File: config.mk
export PLATFORM = sky130hd
export DESIGN_NAME = eod_detect
export DESIGN_NICKNAME = d
export VERILOG_FILES = /design/src/rtl/eod_pkg.sv /design/src/rtl/eod_thr_reg.sv /design/src/rtl/eod_final_thr.sv /design/src/rtl/eod_flag_unit.sv /design/src/rtl/eod_detect.sv
export SDC_FILE = /design/constraint.sdc
export NUM_CORES = 1
export LEC_CHECK = 0
export BUFFER_PORTS_ARGS = -buffer_cell sky130_fd_sc_hd__buf_2
export CORE_AREA = 10 10 61 63
export CTS_BUF_LIST = sky130_fd_sc_hd__clkbuf_2
export DETAILED_ROUTE_END_ITERATION = 10
export DIE_AREA = 0 0 71 73
export PLACE_DENSITY_LB_ADDON = 0.08
export SLEW_MARGIN = 10
export SYNTH_ARGS = -nofsm -noshare
export SYNTH_HDL_FRONTEND = slang
export SYNTH_SLANG_ARGS = --single-unit
File: constraint.sdc
create_clock -name clk -period 2.1 [get_ports clk]
set_input_delay 0.21 -clock clk [delete_from_list [all_inputs] [get_ports clk]]
set_output_delay 0.21 -clock clk [all_outputs]
set_load 0.005 [all_outputs]
File: src/rtl/eod_pkg.sv
package eod_pkg;
    localparam int CODE_W  = 8;
    localparam int NUM_LVL = 2;

    typedef logic [CODE_W-1:0] code_t;

    typedef struct packed {
        code_t              volt;
        logic [NUM_LVL-1:0] hit;
    } flag_state_t;
endpackage

File: src/rtl/eod_thr_reg.sv
module eod_thr_reg
    import eod_pkg::*;
#(
    parameter code_t RST_VAL = 8'hA2
) (
    input  logic  clk,
    input  logic  rst_n,
    input  logic  wr_en,
    input  code_t wr_data,
    output code_t thr
);
    code_t thr_d, thr_q;

    always_comb begin
        thr_d = thr_q;
        if (wr_en) begin
            thr_d = wr_data;
        end
    end

    always_ff @(posedge clk) begin
        if (!rst_n) begin
            thr_q <= RST_VAL;
        end else begin
            thr_q <= thr_d;
        end
    end

    assign thr = thr_q;
endmodule

File: src/rtl/eod_final_thr.sv
module eod_final_thr
    import eod_pkg::*;
#(
    parameter int OFFSET = 5
) (
    input  code_t base,
    output code_t lowered
);
    localparam code_t OFS_C = code_t'(OFFSET);

    generate
        if (OFFSET == 0) begin : g_pass
            assign lowered = base;
        end else begin : g_sat_sub
            always_comb begin
                if (base >= OFS_C) begin
                    lowered = base - OFS_C;
                end else begin
                    lowered = '0;
                end
            end
        end
    endgenerate
endmodule

File: src/rtl/eod_flag_unit.sv
module eod_flag_unit
    import eod_pkg::*;
(
    input  logic                           clk,
    input  logic                           rst_n,
    input  logic                           valid,
    input  code_t                          sample,
    input  logic [NUM_LVL-1:0][CODE_W-1:0] lvl,
    output code_t                          volt,
    output logic [NUM_LVL-1:0]             hit
);
    flag_state_t st_d, st_q;
    logic [NUM_LVL-1:0] cmp_hit;

    genvar gi;
    generate
        for (gi = 0; gi < NUM_LVL; gi++) begin : g_cmp
            assign cmp_hit[gi] = (sample <= lvl[gi]);
        end
    endgenerate

    always_comb begin
        st_d = st_q;
        if (valid) begin
            st_d.volt = sample;
            st_d.hit  = cmp_hit;
        end
    end

    always_ff @(posedge clk) begin
        if (!rst_n) begin
            st_q <= '0;
        end else begin
            st_q <= st_d;
        end
    end

    assign volt = st_q.volt;
    assign hit  = st_q.hit;
endmodule

File: src/rtl/eod_detect.sv
module eod_detect
    import eod_pkg::*;
#(
    parameter code_t THR_RESET  = 8'hA2,
    parameter int    FINAL_OFS  = 5
) (
    input  logic                clk,
    input  logic                rst_n,
    input  logic                smp_valid,
    input  logic [CODE_W-1:0]   smp_code,
    input  logic                thr_wr_en,
    input  logic [CODE_W-1:0]   thr_wr_data,
    output logic [CODE_W-1:0]   volt_reg,
    output logic                eod_warn,
    output logic                eod_final
);
    code_t thr_q;
    code_t fin_thr;
    logic [NUM_LVL-1:0][CODE_W-1:0] lvl;
    logic [NUM_LVL-1:0] hit;

    eod_thr_reg #(.RST_VAL(THR_RESET)) u_thr (
        .clk     (clk),
        .rst_n   (rst_n),
        .wr_en   (thr_wr_en),
        .wr_data (thr_wr_data),
        .thr     (thr_q)
    );

    eod_final_thr #(.OFFSET(FINAL_OFS)) u_ofs (
        .base    (thr_q),
        .lowered (fin_thr)
    );

    assign lvl[0] = thr_q;
    assign lvl[1] = fin_thr;

    eod_flag_unit u_flags (
        .clk    (clk),
        .rst_n  (rst_n),
        .valid  (smp_valid),
        .sample (smp_code),
        .lvl    (lvl),
        .volt   (volt_reg),
        .hit    (hit)
    );

    assign eod_warn  = hit[0];
    assign eod_final = hit[1];
endmodule

==> metrics.yaml <==
synth.net_count: 170
wire_per_inst_um: 13.3
yosys_warnings: 0
synthFlopType: "dfxtp_1"
crit_type: "flip-flop to flip-flop"
violations: "negative setup slack"
initial_core_util: 0.465
die_w_um: 71
dp_hpwl_um: 2250
drtAntennaViolNets: 0
n_antenna_cell: 0
cp_slowest_cell: "or4_4"
die_y_um: 73
yosysUniqueCellTypes: 24
run_status: "finished with violations"
drcViolationCount: 0
worst_pin_slew_ps: 368
fp.dieArea_sq_um: 5180
cts.sinks: 18
fillers: 261
fin_ws_ps: -4.52
drive_above_1_share: 0.331
vdd_drop_max_v: 0.000494
syn_inst: 132
leakagePower_nw: 0.734
synth_top_cell_by_area: "dfxtp_1"
rows: 19
critPathLaunchType: "flip-flop"
synth_edf_count: 0
min_period_ps: 2100
grt_usage: 0.105
areaGrowthSynthToFinish_pct: 25.4
slew_headroom: 0.748
tns_ps: -4.52
rsz0062_at_grt: "yes"
hold_buffers: 0
pwr_density_cell_nw_per_um2: 515
ys_seq_area_frac: 0.297
clkTransAtPathRegs_ps: 180
timing.final.max_slew_violations: 0
hold_viol: 0
max_freq_ghz: 0.475
crit_path_max_incr_delay_ps: 410
core_area_sq_um: 2620
crit_family: "simple AND/OR/NAND/NOR gates"
multiInputGateArea_sq_um: 846
required_ps: 2320
root_buffer: "clkbuf_2"
wl_um: 2700
critPathMaxFanout: 4
htree_levels: 1
grt_max_degree: 19
io_pins: 30
gp_congestion: 0.835
async_flop_share: 0
grt_pass1_vias: 1028
drt_pre_antenna_iters: 4
vias_per_cell: 5.20
hold_path_class: "input port to flip-flop"
cp_cell_sequence: "inv_2 > ha_4 > nor2b_4 > or4_4 > a22oi_2 > ha_1 > nand4_1 > nor2_2 > a2111oi_2 > nor3_1"
setup_violations: 1
worst-path-buf-inv: 1
synth_area_sq_um: 1210
cts_buffers: 3
postLayoutCoreUtil: 0.583
cts_tree: "built"
finClkSkew_ps: 11.8
dp_slack_ps: -127
final_nets: 211
synth_top_area_frac: 0.297
overflow: 0
port_buffers: 29
clk_latency_ps: 300
critPathArrivalTime_ps: 2320
ys_ff_latch: 18
fin_crit_sh: 1.00
maxCapViolCount: 0
cts_buffer_depth: 2
ys_top_cells_by_area: "dfxtp_1 30%, ha_1 19%, mux2i_1 11%"
drt_iter0_markers: 38
syn_area_per_cell_sq_um: 9.20
antenna_found_initial: 0
vias: 1056
end_kind: "flip-flop"
grt_pass1_wl_um: 4540
seq_area_sq_um: 363
[tightest hold or removal path: stages]
cell and delay (ps):
buf_2 70, nand2_1 40, o211ai_1 60
[where the power goes]
part	internal, W	switching, W
registers	0.000365	0.0000185
logic	0.000130	0.000122
clock network	0.0000414	0.000107
total	0.000536	0.000248
[path summary, 6_finish.rpt]
path	from	end	slack, ps	cells past startpoint
min reg2reg	u_flags.volt[2]$_SDFFE_PN0P_	u_flags.volt[2]$_SDFFE_PN0P_	530	2
max	u_thr.thr[1]$_SDFFE_PN1P_	u_flags.hit[1]$_SDFFE_PN0P_	-5	10
max reg2reg	u_thr.thr[1]$_SDFFE_PN1P_	u_flags.hit[1]$_SDFFE_PN0P_	-5	10
min	thr_wr_data[7]	u_thr.thr[7]$_SDFFE_PN1P_	120	3
[kinds of logic after synthesis]
logic type	after synthesis	share of synthesized area
AND/OR/NAND/NOR	43	0.211
buffers and inverters	13	0.0422
multiplexers	13	0.107
AO/OA/AOI/OAI	22	0.122
XOR/XNOR	5	0.0360
flip-flops	18	0.297
adder cells (fa/ha/maj)	18	0.185
[final cells by class]
cell class | instances | area share
clock inverter | 1 | 0.00246
inverter | 10 | 0.0246
timing repair buffer | 39 | 0.144
tap | 31 | 0.0255
clock buffer | 3 | 0.00985
multi-input combinational | 101 | 0.555
sequential | 18 | 0.238
[through the flow]
stage | cell area (sq um) | power, W | instances | hold slack (ps)
floorplan | 1210 | 0.000543 | 132 | 336
global placement | 1450 | 0.000620 | 198 | 427
detailed placement | 1450 | 0.000627 | 198 | 432
CTS | 1500 | 0.000788 | 202 | 103
global route | 1520 | 0.000848 | 203 | 88.4
finish | 1520 | 0.000784 | 203 | 117
[what timing repair did]
action                     in CTS  in global routing
gates resized for setup         6                  8
setup endpoints to repair       1                  1
pin swaps                       0                  7
buffers inserted                0                  1
[synthesized netlist by cell type, drive strengths merged (3+ instances only)]
cell type  count
ha            18
o21ai          4
mux2i         13
nor2b         16
inv           10
nand3          4
nor2           3
a21oi          6
xnor2          5
o211ai         5
nand2         10
nand4          4
dfxtp         18
[per-layer routing]
metal  global-route usage  wire (um)  vias up
li1                     -          -      551
met1                0.129       1260      481
met2                0.168       1290       20
met3               0.0286        126        4
met4               0.0452         28        0
met5                    0          0        -
[cell usage in the layout, fill, tap and decap left out, drive strengths merged, types with 2 or more instances in the layout]
cell / n
ha: 18
nand3: 4
clkbuf: 3
o21ai: 4
xnor2: 5
nand4: 4
a211oi: 2
buf: 39
nor3: 2
nor2b: 16
nand2: 10
a21o: 2
o211ai: 5
a21oi: 6
nand2b: 2
inv: 10
a2111oi: 2
mux2i: 13
nor2: 3
dfxtp: 18
(Power assumes the default switching activity.)
